--- src/rtl/pgm_pkg.sv ---
package pgm_pkg;

    localparam int IDX_W     = 7;
    localparam int DST_W     = 6;
    localparam int LAC_W     = 4;
    localparam int CLS_W     = 3;

    localparam int AGGR_BASE = 64;
    localparam int SRC_BASE  = 80;

    localparam int IDX_CPU   = 59;
    localparam int IDX_UC    = 60;
    localparam int IDX_MC    = 61;
    localparam int IDX_MC4   = 62;
    localparam int IDX_MC6   = 63;

    localparam int CFG_FLOOD_UC = 96;
    localparam int CFG_FLOOD_MC = 97;
    localparam int CFG_FLOOD_BC = 98;

    typedef enum logic [CLS_W-1:0] {
        CLS_UC  = 3'd0,
        CLS_BC  = 3'd1,
        CLS_MC  = 3'd2,
        CLS_MC4 = 3'd3,
        CLS_MC6 = 3'd4
    } fclass_e;

    typedef struct packed {
        logic [DST_W-1:0] uc;
        logic [DST_W-1:0] mc;
        logic [DST_W-1:0] bc;
    } flood_sel_t;

    typedef struct packed {
        logic             valid;
        logic [IDX_W-1:0] dst;
        logic [IDX_W-1:0] aggr;
        logic [IDX_W-1:0] src;
        logic             src_ok;
    } lookup_t;

    function automatic logic [DST_W-1:0] pick_dest(
        input logic             hit,
        input logic [DST_W-1:0] dest,
        input logic [CLS_W-1:0] cls,
        input flood_sel_t       fsel
    );
        logic [DST_W-1:0] r;
        if (hit) begin
            r = dest;
        end else begin
            case (cls)
                CLS_UC:  r = fsel.uc;
                CLS_MC:  r = fsel.mc;
                CLS_MC4: r = DST_W'(IDX_MC4);
                CLS_MC6: r = DST_W'(IDX_MC6);
                default: r = fsel.bc;
            endcase
        end
        return r;
    endfunction

endpackage

--- src/rtl/pgm_flood_regs.sv ---
module pgm_flood_regs
    import pgm_pkg::*;
(
    input  logic                 clk,
    input  logic                 rst,
    input  logic                 we,
    input  logic [IDX_W-1:0]     addr,
    input  logic [DST_W-1:0]     wdata,
    output flood_sel_t           fsel,
    output logic                 hit_addr,
    output logic [DST_W-1:0]     rdata
);

    always_ff @(posedge clk) begin
        if (rst) begin
            fsel.uc <= DST_W'(IDX_UC);
            fsel.mc <= DST_W'(IDX_MC);
            fsel.bc <= DST_W'(IDX_MC);
        end else if (we) begin
            if (addr == IDX_W'(CFG_FLOOD_UC)) fsel.uc <= wdata;
            if (addr == IDX_W'(CFG_FLOOD_MC)) fsel.mc <= wdata;
            if (addr == IDX_W'(CFG_FLOOD_BC)) fsel.bc <= wdata;
        end
    end

    always_comb begin
        hit_addr = 1'b1;
        case (addr)
            IDX_W'(CFG_FLOOD_UC): rdata = fsel.uc;
            IDX_W'(CFG_FLOOD_MC): rdata = fsel.mc;
            IDX_W'(CFG_FLOOD_BC): rdata = fsel.bc;
            default: begin
                rdata    = '0;
                hit_addr = 1'b0;
            end
        endcase
    end

endmodule

--- src/rtl/pgm_index_gen.sv ---
module pgm_index_gen
    import pgm_pkg::*;
#(
    parameter int NPORT  = 10,
    parameter int PORT_W = 4
) (
    input  logic                 req_valid,
    input  logic [PORT_W-1:0]    req_port,
    input  logic                 req_hit,
    input  logic [DST_W-1:0]     req_dest,
    input  logic [CLS_W-1:0]     req_class,
    input  logic [LAC_W-1:0]     req_lac,
    input  flood_sel_t           fsel,
    output lookup_t              nxt
);

    logic port_ok;

    assign port_ok = (req_port <= PORT_W'(NPORT));

    always_comb begin
        nxt.valid  = req_valid;
        nxt.dst    = IDX_W'(pick_dest(req_hit, req_dest, req_class, fsel));
        nxt.aggr   = IDX_W'(AGGR_BASE) + IDX_W'(req_lac);
        nxt.src_ok = port_ok;
        nxt.src    = port_ok ? (IDX_W'(SRC_BASE) + IDX_W'(req_port))
                             : IDX_W'(SRC_BASE);
    end

endmodule

--- src/rtl/pgm_table.sv ---
module pgm_table
    import pgm_pkg::*;
#(
    parameter int NPORT  = 10,
    parameter int MASK_W = NPORT + 1,
    parameter int DEPTH  = SRC_BASE + NPORT + 1,
    parameter int NRD    = 3
) (
    input  logic                          clk,
    input  logic                          rst,
    input  logic                          we,
    input  logic [IDX_W-1:0]              waddr,
    input  logic [MASK_W-1:0]             wdata,
    input  logic [IDX_W-1:0]              cfg_raddr,
    output logic [MASK_W-1:0]             cfg_rmask,
    input  logic [NRD-1:0][IDX_W-1:0]     rd_idx,
    output logic [NRD-1:0][MASK_W-1:0]    rd_mask
);

    localparam logic [MASK_W-1:0] CPU_BIT = MASK_W'(1) << NPORT;

    logic [MASK_W-1:0] mem [DEPTH];

    function automatic logic [MASK_W-1:0] reset_value(input int i);
        logic [MASK_W-1:0] v;
        v = '0;
        if (i < NPORT)                              v = MASK_W'(1) << i;
        else if (i == IDX_CPU)                      v = CPU_BIT;
        else if (i == IDX_UC)                       v = ~CPU_BIT;
        else if (i >= IDX_MC && i <= IDX_MC6)       v = '1;
        else if (i >= AGGR_BASE && i < SRC_BASE)    v = '1;
        else if (i >= SRC_BASE)                     v = ~(MASK_W'(1) << (i - SRC_BASE));
        return v;
    endfunction

    always_ff @(posedge clk) begin
        if (rst) begin
            for (int i = 0; i < DEPTH; i++) begin
                mem[i] <= reset_value(i);
            end
        end else if (we && (waddr < IDX_W'(DEPTH))) begin
            mem[waddr] <= wdata;
        end
    end

    assign cfg_rmask = (cfg_raddr < IDX_W'(DEPTH)) ? mem[cfg_raddr] : '0;

    for (genvar g = 0; g < NRD; g++) begin : g_rd
        assign rd_mask[g] = (rd_idx[g] < IDX_W'(DEPTH)) ? mem[rd_idx[g]] : '0;
    end

endmodule

--- src/rtl/pgm_resolver.sv ---
module pgm_resolver
    import pgm_pkg::*;
#(
    parameter int NPORT  = 10,
    parameter int MASK_W = NPORT + 1,
    parameter int PORT_W = $clog2(NPORT + 1)
) (
    input  logic                 clk,
    input  logic                 rst,
    input  logic                 req_valid,
    input  logic [PORT_W-1:0]    req_port,
    input  logic                 req_hit,
    input  logic [DST_W-1:0]     req_dest,
    input  logic [CLS_W-1:0]     req_class,
    input  logic [LAC_W-1:0]     req_lac,
    output logic                 res_valid,
    output logic [MASK_W-1:0]    res_mask,
    input  logic                 cfg_we,
    input  logic [IDX_W-1:0]     cfg_addr,
    input  logic [MASK_W-1:0]    cfg_wdata,
    output logic [MASK_W-1:0]    cfg_rdata
);

    localparam int DEPTH = SRC_BASE + NPORT + 1;
    localparam int NRD   = 3;

    flood_sel_t                   fsel;
    logic                         flood_hit;
    logic [DST_W-1:0]             flood_rdata;
    logic [MASK_W-1:0]            tbl_rdata;
    lookup_t                      s1_nxt;
    lookup_t                      s1_q;
    logic [NRD-1:0][IDX_W-1:0]    rd_idx;
    logic [NRD-1:0][MASK_W-1:0]   rd_mask;
    logic [MASK_W-1:0]            and_mask;

    pgm_flood_regs u_flood (
        .clk      (clk),
        .rst      (rst),
        .we       (cfg_we),
        .addr     (cfg_addr),
        .wdata    (cfg_wdata[DST_W-1:0]),
        .fsel     (fsel),
        .hit_addr (flood_hit),
        .rdata    (flood_rdata)
    );

    pgm_index_gen #(.NPORT(NPORT), .PORT_W(PORT_W)) u_idx (
        .req_valid (req_valid),
        .req_port  (req_port),
        .req_hit   (req_hit),
        .req_dest  (req_dest),
        .req_class (req_class),
        .req_lac   (req_lac),
        .fsel      (fsel),
        .nxt       (s1_nxt)
    );

    always_ff @(posedge clk) begin
        if (rst) s1_q <= '0;
        else     s1_q <= s1_nxt;
    end

    assign rd_idx[0] = s1_q.dst;
    assign rd_idx[1] = s1_q.aggr;
    assign rd_idx[2] = s1_q.src;

    pgm_table #(.NPORT(NPORT), .MASK_W(MASK_W), .DEPTH(DEPTH), .NRD(NRD)) u_tbl (
        .clk       (clk),
        .rst       (rst),
        .we        (cfg_we),
        .waddr     (cfg_addr),
        .wdata     (cfg_wdata),
        .cfg_raddr (cfg_addr),
        .cfg_rmask (tbl_rdata),
        .rd_idx    (rd_idx),
        .rd_mask   (rd_mask)
    );

    always_comb begin
        and_mask = '1;
        for (int k = 0; k < NRD; k++) begin
            and_mask = and_mask & rd_mask[k];
        end
    end

    always_ff @(posedge clk) begin
        if (rst) begin
            res_valid <= 1'b0;
            res_mask  <= '0;
        end else begin
            res_valid <= s1_q.valid;
            if (s1_q.valid) res_mask <= s1_q.src_ok ? and_mask : '0;
        end
    end

    assign cfg_rdata = flood_hit ? MASK_W'(flood_rdata) : tbl_rdata;

endmodule

--- config.mk ---
export PLATFORM = sky130hd
export DESIGN_NAME = pgm_resolver
export DESIGN_NICKNAME = d
export VERILOG_FILES = /design/src/rtl/pgm_pkg.sv /design/src/rtl/pgm_flood_regs.sv /design/src/rtl/pgm_index_gen.sv /design/src/rtl/pgm_table.sv /design/src/rtl/pgm_resolver.sv
export SDC_FILE = /design/constraint.sdc
export NUM_CORES = 2
export LEC_CHECK = 0
export CAP_MARGIN = 25
export CORE_MARGIN = 1.5
export CORE_UTILIZATION = 48
export DETAILED_ROUTE_END_ITERATION = 6
export DONT_BUFFER_PORTS = 1
export PLACE_DENSITY_LB_ADDON = 0.12
export REMOVE_ABC_BUFFERS = 1
export SLEW_MARGIN = 20
export SYNTH_ARGS = -nofsm -noshare
export SYNTH_HDL_FRONTEND = slang
export SYNTH_SLANG_ARGS = --single-unit
--- constraint.sdc ---
create_clock -name clk -period 3.9 [get_ports clk]
set_clock_uncertainty 0.05 [all_clocks]
set_input_delay 0.195 -clock clk [delete_from_list [all_inputs] [get_ports clk]]
set_output_delay 0.195 -clock clk [all_outputs]
set_load 0.005 [all_outputs]
==> results.sh <==
export IMPL_drive_above_1_share_pct=20.4
export IMPL_relSlewSlack_pct=17.5
export IMPL_htree_num_levels=3
export IMPL_tightestPinTransition_ns=1.23
export IMPL_drt_wl_total_mm=282
export IMPL_maxCapViolCount=0
export IMPL_rows=131
export IMPL_synthDistinctLibCells=82
export IMPL_clkLatencyLatePin_ns=0.81
export IMPL_netlist_area_sq_mm=0.0620
export IMPL_synth_most_common_cell="edfxtp_1"
export IMPL_synth_top_area_share_pct=51.2
export IMPL_first_pass_iters=6
export IMPL_hold_class="primary input to flop"
export IMPL_required_ns=3.65
export IMPL_tritoncts="built"
export IMPL_final_max_slew_violation_count=0
export IMPL_finalSetupViolCount=6
export IMPL_grt_max_degree=233
export IMPL_hold_viol_final=0
export IMPL_fin_crit_sh_pct=107
export IMPL_hold_depth=3
export IMPL_hpwl_mm=186
export IMPL_wl_per_cell_um=42.0
export IMPL_synth_seq_area_share_pct=52.7
export IMPL_grt_usage_pct=42.3
export IMPL_setup_ws_ns=-0.277
export IMPL_antenna_left=0
export IMPL_die_area_sq_mm=0.131
export IMPL_worst_ir_drop_vdd_v=0.000377
export IMPL_grt_pass1_vias=45500
export IMPL_layout_min_cycle_time_ns=4.18
export IMPL_rr_worst_depth=7
export IMPL_nets=4969
export IMPL_total_leakage_power_nw=23.5
export IMPL_fin_area_sq_mm=0.0700
export IMPL_fin_setup_tns_ns=-1.05
export IMPL_synth_area_leader_cell="edfxtp_1"
export IMPL_grt_pass1_wl_mm=382
export IMPL_power_density_mw_per_mm2=439
export IMPL_synth_area_top_cells="edfxtp_1 51%, mux4_2 11%, and2_1 6.8%"
export IMPL_cts_sinks=1104
export IMPL_path_class="primary input to primary output"
export IMPL_cp_end_kind="primary output"
export IMPL_drc_errors=7
export IMPL_ys_seq_elements=1104
export IMPL_syn_to_final_growth_pct=13.0
export IMPL_antenna_found_initial=31
export IMPL_rsz0062_at_grt="false"
export IMPL_die_h_um=362
export IMPL_cts_root_buffer_cell="clkbuf_16"
export IMPL_synth_edf_count=1056
export IMPL_grt_overflow=0
export IMPL_yosysWarnings=0
export IMPL_async_flop_share_pct=0
export IMPL_avgSynthCellArea_sq_um=12.6
export IMPL_dpl_cell_area_sq_mm=0.0647
export IMPL_pin_count=63
export IMPL_status="finished with violations"
export IMPL_dieWidth_um=362
export IMPL_synthCells=4903
export IMPL_path_max_fanout=225
export IMPL_vias_per_cell=7.37
export IMPL_drt_iter0_markers=9522
export IMPL_synth_ff_type="edfxtp_1"
export IMPL_cts_buffers=121
export IMPL_clk_path_buf_depth=3
export IMPL_gp_congestion=1.06
export IMPL_io_buffers=0
export IMPL_violations="DRC, setup timing"
export IMPL_cp_start_kind="primary input"
export IMPL_core_area_sq_mm=0.128
export IMPL_clkTransAtPathRegs_ns=0.07
export IMPL_fmax_ghz=0.239
export IMPL_via_count=49400
export IMPL_synth_common_cells="1056 x edfxtp_1, 674 x and2_1, 365 x clkbuf_1"
export IMPL_start_util_pct=48.5
export IMPL_cp_data_arrival_time_ns=3.93
registers in the layout, indices dropped and copies added, names as in the netlist, named ones only:
| register | count |
|---|---|
| u_tbl.mem | 1056 |
| u_flood.fsel | 18 |
| res_mask | 11 |
| s1_q | 2 |
| res_valid | 1 |
| rd_idx | 11 |
cells by family after synthesis:
kind of cell,Yosys count,share of synthesized area [%]
buf+inv,563,3.93
other cells,1,0.00605
simple gates,1582,14.6
compound gates,888,10.2
flops,1104,52.7
mux,765,18.6
report_power, final:
part / leakage [nW] / internal (W) / switching (W)
Sequential: 10.6 / 0.0136 / 0.000651
Combinational: 10.8 / 0.00154 / 0.00265
Clock: 2.02 / 0.00707 / 0.00525
cell usage in the layout, fill, tap and decap left out, drive strengths merged, types with 11 or more instances in the layout:
cell | Yosys | final
nand3 | 93 | 93
o21ai | 164 | 164
buf | 190 | 342
conb | 1 | 55
nor2 | 158 | 158
edfxtp | 1056 | 1056
dlygate4sd3 | 0 | 61
nand2b | 16 | 16
a221o | 28 | 28
o22ai | 56 | 56
nor3 | 13 | 13
o221ai | 15 | 15
nand4 | 24 | 24
mux4 | 295 | 295
mux2i | 346 | 346
clkinv | 2 | 54
dfxtp | 48 | 48
a22o | 18 | 18
a31oi | 18 | 18
nand2 | 175 | 175
bufinv | 0 | 17
a21oi | 110 | 110
nor2b | 42 | 42
or3 | 332 | 332
mux2 | 124 | 124
a211oi | 30 | 30
clkbuf | 365 | 144
and3 | 11 | 11
and2 | 676 | 676
o211ai | 20 | 20
o31ai | 13 | 13
o2bb2ai | 26 | 26
a221oi | 148 | 148
a22oi | 170 | 170
clkinvlp | 0 | 14
o22a | 14 | 14
path summary, 6_finish.rpt:
kind / slack, ns / endpoint / startpoint
setup / recovery: -0.28 / cfg_rdata[10] / cfg_addr[0]
hold / removal: 0.03 / u_tbl.mem[85][2]$_SDFFCE_PN1P_ / cfg_addr[5]
hold reg to reg: 0.44 / u_flood.fsel[11]$_SDFFE_PP1P_ / u_flood.fsel[11]$_SDFFE_PP1P_
setup reg to reg: 0.39 / res_mask[4]$_SDFFE_PP0P_ / rd_idx[0]$_SDFF_PP0_
stage by stage:
step                hold WS [ns]  power [W]  cells  setup WS [ns]  utilization, %
global placement           0.216     0.0180   6386        -0.0129            50.6
CTS                       0.0198     0.0304   6687         0.0210            54.6
finish                    0.0255     0.0308   6704         -0.277            54.8
floorplan                  0.214     0.0163   4402          -4.38               -
global route             0.00452     0.0312   6699        0.00280            54.7
detailed placement         0.214     0.0180   6386        0.00265            50.6
worst max-delay path: stages:
cell	delay, ns
and2_2	0.81
a22o_1	0.34
a221oi_1	0.83
o22ai_1	0.26
or4b_1	0.52
o41a_1	0.51
area by class of cell:
| class | count | area, sq um |
|---|---|---|
| Clock inverter | 86 | 935 |
| Sequential cell | 1104 | 32700 |
| Fill cell | 10600 | 57800 |
| Multi-Input combinational cell | 3290 | 27300 |
| Inverter | 8 | 32.5 |
| Clock buffer | 143 | 3250 |
| Timing Repair Buffer | 404 | 3740 |
| Tap cell | 1662 | 2080 |
| Antenna cell | 7 | 17.5 |
per-layer routing:
layer | vias to the layer above | track usage, % | wire [um]
li1 | 19100 | - | -
met1 | 24900 | 56.3 | 102000
met2 | 4467 | 58.8 | 115000
met3 | 928 | 16.7 | 45100
met4 | 38 | 23.4 | 19700
met5 | - | 0 | 258
timing repair:
action                                   CTS  global route
buffers inserted                           0             7
hold endpoints to repair                1144             2
resized for setup                          2             6
pin swaps                                  0             3
endpoints found under the setup margin     2             6
hold buffers                              72             1
(Power assumes the default switching activity.)
